===== config.mk =====
export PLATFORM = sky130hd
export DESIGN_NAME = mcc_fsm
export DESIGN_NICKNAME = d
export VERILOG_FILES = /design/src/rtl/mcc_pkg.sv /design/src/rtl/mcc_next.sv /design/src/rtl/mcc_out.sv /design/src/rtl/mcc_fsm.sv
export SDC_FILE = /design/constraint.sdc
export NUM_CORES = 1
export LEC_CHECK = 0
export CAP_MARGIN = 20
export CORE_MARGIN = 1.5
export CORE_UTILIZATION = 42
export DETAILED_ROUTE_END_ITERATION = 10
export PLACE_DENSITY = 0.77
export SLEW_MARGIN = 20
export SYNTH_ARGS = -nofsm -noshare
export SYNTH_HDL_FRONTEND = slang
export SYNTH_HIERARCHICAL = 1
export SYNTH_SLANG_ARGS = --single-unit

===== constraint.sdc =====
create_clock -name clk -period 3 [get_ports clk]
set_clock_uncertainty 0.15 [all_clocks]
set_input_delay 0.9 -clock clk [delete_from_list [all_inputs] [get_ports clk]]
set_output_delay 0.9 -clock clk [all_outputs]
set_load 0.005 [all_outputs]

===== src/rtl/mcc_pkg.sv =====
package mcc_pkg;

  localparam int ST_W    = 4;
  localparam int PSRC_W  = 2;
  localparam int AOP_W   = 2;
  localparam int SRCB_W  = 2;

  localparam int OPC_ALU   = 0;
  localparam int OPC_JMP   = 2;
  localparam int OPC_BEQ   = 4;
  localparam int OPC_LOAD  = 35;
  localparam int OPC_STORE = 43;
  localparam int FN_JREG   = 8;

  typedef enum logic [ST_W-1:0] {
    S_FETCH  = 4'd0,
    S_DECODE = 4'd1,
    S_MADDR  = 4'd2,
    S_MREAD  = 4'd3,
    S_LDWB   = 4'd4,
    S_MWRITE = 4'd5,
    S_REXEC  = 4'd6,
    S_RWB    = 4'd7,
    S_BRANCH = 4'd8,
    S_JUMP   = 4'd9,
    S_JREG   = 4'd10
  } state_t;

  typedef struct packed {
    logic              pc_wr;
    logic              pc_wr_cond;
    logic              addr_sel;
    logic              mem_rd;
    logic              mem_wr;
    logic              mem_to_reg;
    logic              ir_wr;
    logic [PSRC_W-1:0] pc_src;
    logic [AOP_W-1:0]  alu_op;
    logic              alu_src_a;
    logic [SRCB_W-1:0] alu_src_b;
    logic              reg_wr;
    logic              reg_dst;
  } ctrl_t;

endpackage


===== src/rtl/mcc_next.sv =====
module mcc_next
  import mcc_pkg::*;
#(
  parameter int OP_W = 6,
  parameter int FN_W = 6
) (
  input  state_t          state_i,
  input  logic [OP_W-1:0] op_i,
  input  logic [FN_W-1:0] fn_i,
  output state_t          state_o
);

  localparam logic [OP_W-1:0] C_ALU   = OP_W'(OPC_ALU);
  localparam logic [OP_W-1:0] C_JMP   = OP_W'(OPC_JMP);
  localparam logic [OP_W-1:0] C_BEQ   = OP_W'(OPC_BEQ);
  localparam logic [OP_W-1:0] C_LOAD  = OP_W'(OPC_LOAD);
  localparam logic [OP_W-1:0] C_STORE = OP_W'(OPC_STORE);
  localparam logic [FN_W-1:0] C_JREG  = FN_W'(FN_JREG);

  logic is_jreg;
  assign is_jreg = (op_i == C_ALU) && (fn_i == C_JREG);

  always_comb begin
    state_o = S_FETCH;
    case (state_i)
      S_FETCH:  state_o = S_DECODE;
      S_DECODE: begin
        if (op_i == C_LOAD || op_i == C_STORE) state_o = S_MADDR;
        else if (is_jreg)                      state_o = S_JREG;
        else if (op_i == C_ALU)                state_o = S_REXEC;
        else if (op_i == C_BEQ)                state_o = S_BRANCH;
        else if (op_i == C_JMP)                state_o = S_JUMP;
        else                                   state_o = S_FETCH;
      end
      S_MADDR: begin
        if (op_i == C_LOAD)       state_o = S_MREAD;
        else if (op_i == C_STORE) state_o = S_MWRITE;
        else                      state_o = S_FETCH;
      end
      S_MREAD:  state_o = S_LDWB;
      S_REXEC:  state_o = S_RWB;
      default:  state_o = S_FETCH;
    endcase
  end

endmodule


===== src/rtl/mcc_out.sv =====
module mcc_out
  import mcc_pkg::*;
(
  input  state_t state_i,
  output ctrl_t  ctrl_o
);

  always_comb begin
    ctrl_o = '0;
    case (state_i)
      S_FETCH: begin
        ctrl_o.mem_rd    = 1'b1;
        ctrl_o.ir_wr     = 1'b1;
        ctrl_o.pc_wr     = 1'b1;
        ctrl_o.alu_src_b = 2'b01;
      end
      S_DECODE: begin
        ctrl_o.alu_src_b = 2'b11;
      end
      S_MADDR: begin
        ctrl_o.alu_src_a = 1'b1;
        ctrl_o.alu_src_b = 2'b10;
      end
      S_MREAD: begin
        ctrl_o.mem_rd   = 1'b1;
        ctrl_o.addr_sel = 1'b1;
      end
      S_LDWB: begin
        ctrl_o.reg_wr     = 1'b1;
        ctrl_o.mem_to_reg = 1'b1;
      end
      S_MWRITE: begin
        ctrl_o.mem_wr   = 1'b1;
        ctrl_o.addr_sel = 1'b1;
      end
      S_REXEC: begin
        ctrl_o.alu_src_a = 1'b1;
        ctrl_o.alu_op    = 2'b10;
      end
      S_RWB: begin
        ctrl_o.reg_wr  = 1'b1;
        ctrl_o.reg_dst = 1'b1;
      end
      S_BRANCH: begin
        ctrl_o.pc_wr_cond = 1'b1;
        ctrl_o.alu_src_a  = 1'b1;
        ctrl_o.alu_op     = 2'b01;
        ctrl_o.pc_src     = 2'b01;
      end
      S_JUMP: begin
        ctrl_o.pc_wr  = 1'b1;
        ctrl_o.pc_src = 2'b10;
      end
      S_JREG: begin
        ctrl_o.pc_wr  = 1'b1;
        ctrl_o.pc_src = 2'b11;
      end
      default: ctrl_o = '0;
    endcase
  end

endmodule


===== src/rtl/mcc_fsm.sv =====
module mcc_fsm
  import mcc_pkg::*;
#(
  parameter int OP_W = 6,
  parameter int FN_W = 6
) (
  input  logic                clk,
  input  logic                rst,
  input  logic [OP_W-1:0]     op_i,
  input  logic [FN_W-1:0]     fn_i,
  output logic                pc_wr_o,
  output logic                pc_wr_cond_o,
  output logic                addr_sel_o,
  output logic                mem_rd_o,
  output logic                mem_wr_o,
  output logic                mem_to_reg_o,
  output logic                ir_wr_o,
  output logic [PSRC_W-1:0]   pc_src_o,
  output logic [AOP_W-1:0]    alu_op_o,
  output logic                alu_src_a_o,
  output logic [SRCB_W-1:0]   alu_src_b_o,
  output logic                reg_wr_o,
  output logic                reg_dst_o
);

  state_t state_q;
  state_t state_nxt;
  state_t dec_sel;
  ctrl_t  ctrl_nxt;
  ctrl_t  ctrl_q;

  mcc_next #(.OP_W(OP_W), .FN_W(FN_W)) u_next (
    .state_i (state_q),
    .op_i    (op_i),
    .fn_i    (fn_i),
    .state_o (state_nxt)
  );

  // Decode the state being entered so the control word is a register.
  assign dec_sel = rst ? S_FETCH : state_nxt;

  mcc_out u_out (
    .state_i (dec_sel),
    .ctrl_o  (ctrl_nxt)
  );

  always_ff @(posedge clk) begin
    state_q <= dec_sel;
    ctrl_q  <= ctrl_nxt;
  end

  assign pc_wr_o      = ctrl_q.pc_wr;
  assign pc_wr_cond_o = ctrl_q.pc_wr_cond;
  assign addr_sel_o   = ctrl_q.addr_sel;
  assign mem_rd_o     = ctrl_q.mem_rd;
  assign mem_wr_o     = ctrl_q.mem_wr;
  assign mem_to_reg_o = ctrl_q.mem_to_reg;
  assign ir_wr_o      = ctrl_q.ir_wr;
  assign pc_src_o     = ctrl_q.pc_src;
  assign alu_op_o     = ctrl_q.alu_op;
  assign alu_src_a_o  = ctrl_q.alu_src_a;
  assign alu_src_b_o  = ctrl_q.alu_src_b;
  assign reg_wr_o     = ctrl_q.reg_wr;
  assign reg_dst_o    = ctrl_q.reg_dst;

endmodule


==> impl_metrics.csv <==
group,metric,value,unit
logic_synthesis,syn_nets,94,
setup_path,r2r_setup_slack,0.90,ns
power_and_ir_drop,switchingPower,0.101,mW
logic_synthesis,synth_seq_cells,20,
power_and_ir_drop,power.leakage,0.470,nW
timing,fin_crit,2.94,ns
hold_path,whs_path_depth,4,
logic_synthesis,ys_types,31,
clocking,cts_made_buffers,3,
logic_synthesis,async_flop_share,0,%
die,design.core.area,1750,um^2
logic_synthesis,synth_edf_count,0,
finish,final_common_cell,"clkdlybuf4s50_1",
timing,finalMaxSlewViolations,0,
finish,layout_common_cells,"clkdlybuf4s50_1, dfxtp_1, buf_4",
timing,relSlewSlack,78.3,%
hold_path,hp-class,"register to register",
setup_path,r2r_cells,7,
setup_path,critPathLaunchType,"primary input",
power_and_ir_drop,p_sw_share,20.5,%
timing,finalCritPeriodShare,98.0,%
logic_synthesis,ys_seq_area_share,50.4,%
clocking,clock_path_buffers,2,
logic_synthesis,avgSynthCellArea,9.93,um^2
timing,worst_pin_slew,0.323,ns
logic_synthesis,yosys-top-cells-area,"dfxtp_1, nor3_1, nand2b_1",
setup_path,reg2reg_to,"alu_src_a_o",
grt,track_usage,16.9,%
logic_synthesis,yosys_most_used_dff,"dfxtp_1",
logic_synthesis,synth_compound_area_share,10.6,%
job,cap_violations,0,
clocking,cts_setup_buffers,0,
logic_synthesis,synth_top_area_share,50.4,%
routing,drc,0,
logic_synthesis,syn_inst,80,
clocking,h-tree-depth,1,
timing,setup_violations,0,
clocking,clock_sinks,20,
setup_path,crit_fanout,6,
clocking,clkTransAtPathRegs,0.10,ns
setup_path,worstSetupEndpointType,"register",
finish,regArea,400,um^2
placed_design,port-buffer-count,29,
placed_design,globalplace.congestion,0.742,
routing,drt-initial-drc-count,11,
placed_design,preCtsSetupSlack,-0.345,ns
grt,grt_first_pass_wirelength,2.56,mm
routing,routed_via_density,4.68,
finish,insertedDiodeCount,0,
timing,rsz0062_at_grt,"no",
power_and_ir_drop,power_density,391,nW/um^2
grt,grt_pass1_vias,629,
hold_path,hold_end,"state_q[0]",
logic_synthesis,synth_xor_area_share,3.31,%
die,design.die.area,2160,um^2
hold_path,hp-start,"state_q[2]",
logic_synthesis,synth.area.mux_share,0,%
logic_synthesis,yosysTopAreaCell,"dfxtp_1",
clocking,cts_root_buf,"clkbuf_4",
clocking,cts_hold_buf,0,
finish,final_area,1250,um^2
setup_path,required,3.06,ns
finish,final_net_count,138,
clocking,clkLatencyLatePin,0.29,ns
setup_path,crit_arrival,2.99,ns
status,status,"finished, final reports clean",
routing,totalWireLength,1.58,mm
grt,grt_max_degree,12,
placed_design,dp_hpwl,1.31,mm
clocking,cts_tree,"yes",
routing,via_count,692,
setup_path,reg2reg_from,"state_q[0]",
routing,firstDrtPassIters,4,
logic_synthesis,synth_fa_ha_area_share,0,%
timing,hold_viol,0,
finish,multi_input_area,375,um^2
power_and_ir_drop,clkPwrFrac,30.1,%
finish,syn_to_final_growth,58.0,%
die,io_pins,30,
placed_design,dpl_cell_area,1200,um^2
grt,antenna_found_initial,0,
die,die_width,46.5,um
finish,layout-drive-gt1-share,23.6,%
finish,fill_cells,130,
routing,post_drt_wl_per_cell,10.6,um
power_and_ir_drop,pwr-share-seq,56.3,%
timing,clock.fmax,340,MHz
grt,gr-total-overflow,0,
routing,ant_nets,0,
logic_synthesis,yosys.area_share.simple,31.2,%
die,initial_core_util,45.5,%
logic_synthesis,yosys_warnings,6,
die,fp-row-count,15,
timing,setup_ws,0.0609,ns
die,die_height,46.5,um
power_and_ir_drop,p_int,0.390,mW
logic_synthesis,synth_top_family_by_area,"simple AND/OR/NAND/NOR gates",
power_and_ir_drop,combPwrFrac,13.6,%
setup_path,critical_path_class,"primary input to register",
logic_synthesis,netlist_area,795,um^2
power_and_ir_drop,ir_drop,354,uV
## repair_timing
| action | CTS | global route |
|---|---|---|
| gates resized for setup | 1 | 4 |
| endpoints found under the setup margin | 1 | 9 |
| pin swaps | 0 | 2 |
| cloned | 0 | 0 |
## layout make-up
cell class / instances / share of cell area, %
multi-input combinational: 55 / 29.9
clock buffer: 4 / 2.89
timing repair buffer: 43 / 32.5
tap: 25 / 2.49
inverter: 1 / 0.299
sequential: 20 / 31.9
## layer usage
layer  global-route usage [%]  wire, um  up-vias  share of wire [%]
met5                        0         0        -                  0
met4                     3.43         0        0                  0
met3                     7.45        84        0                5.3
met2                     28.9       819       24                 52
met1                     19.3       672      302                 43
li1                         -         -      366                  -
## synth_stat cells, types with 2 or more instances
cell type and instances:
nand2b_1 5, nand2_1 6, o21ai_0 2, xnor2_1 2
nor3b_1 3, nor3_1 7, buf_6 2, dfxtp_1 20
buf_2 2, nor2b_1 4, nor2_1 6, a21oi_1 2
## per-stage QoR
step	setup TNS (ns)	total power, mW	std cells	util, %	hold WS (ns)
4_1_cts	0	0.498	148	71.0	0.726
3_3_place_gp	-2.94	0.347	144	68.8	0.691
3_5_place_dp	-3.89	0.348	144	68.8	0.702
2_1_floorplan	0	0.306	80	-	0.519
5_1_grt	0	0.519	148	71.9	0.752
6_report	0	0.491	148	71.9	0.724
## registers in the layout, summed over array words and instances, names as in the netlist
| register | cells |
|---|---|
| pc_wr_o | 1 |
| mem_wr_o | 1 |
| mem_to_reg_o | 1 |
| reg_wr_o | 1 |
| state_q | 4 |
| addr_sel_o | 1 |
| alu_op_o | 2 |
| ir_wr_o | 1 |
| alu_src_b_o | 2 |
| alu_src_a_o | 1 |
| mem_rd_o | 1 |
| pc_src_o | 2 |
| pc_wr_cond_o | 1 |
| reg_dst_o | 1 |
## how the worst max path moves through the flow
| stage | start | cells after the start | end |
|---|---|---|---|
| finish | op_i[0] | 9 | pc_wr_o |
| global route | op_i[0] | 9 | pc_wr_o |
| CTS | op_i[0] | 8 | alu_src_a_o |
| detailed placement | op_i[0] | 8 | alu_src_a_o |
| global placement | op_i[0] | 8 | alu_src_a_o |
| floorplan | op_i[0] | 8 | mem_rd_o |
## power by group through the flow
stage / Combinational, mW / Clock, mW / Sequential (mW)
after floorplan: 0.0233 / 0 / 0.283
after global placement: 0.0643 / 0 / 0.282
after detailed placement: 0.0659 / 0 / 0.282
after CTS: 0.0663 / 0.155 / 0.276
after global routing: 0.0722 / 0.170 / 0.277
final: 0.0666 / 0.148 / 0.276
## worst max-delay path, cell delays in order
cell and delay [ns]:
clkdlybuf4s50_1 0.43, or4_4 0.56, o31ai_1 0.23, o21ai_0 0.13, nor2_1 0.09, nor2b_1 0.12
buf_4 0.16, xnor2_1 0.11, a211oi_1 0.26
## kinds of logic (layout without fill, tap and decap cells)
kind of cell | Yosys count | after routing
simple gates | 40 | 40
flops | 20 | 20
compound gates | 12 | 12
buf+inv | 5 | 48
xor+xnor | 3 | 3
Note: power is estimated with default switching activity, not from simulation.
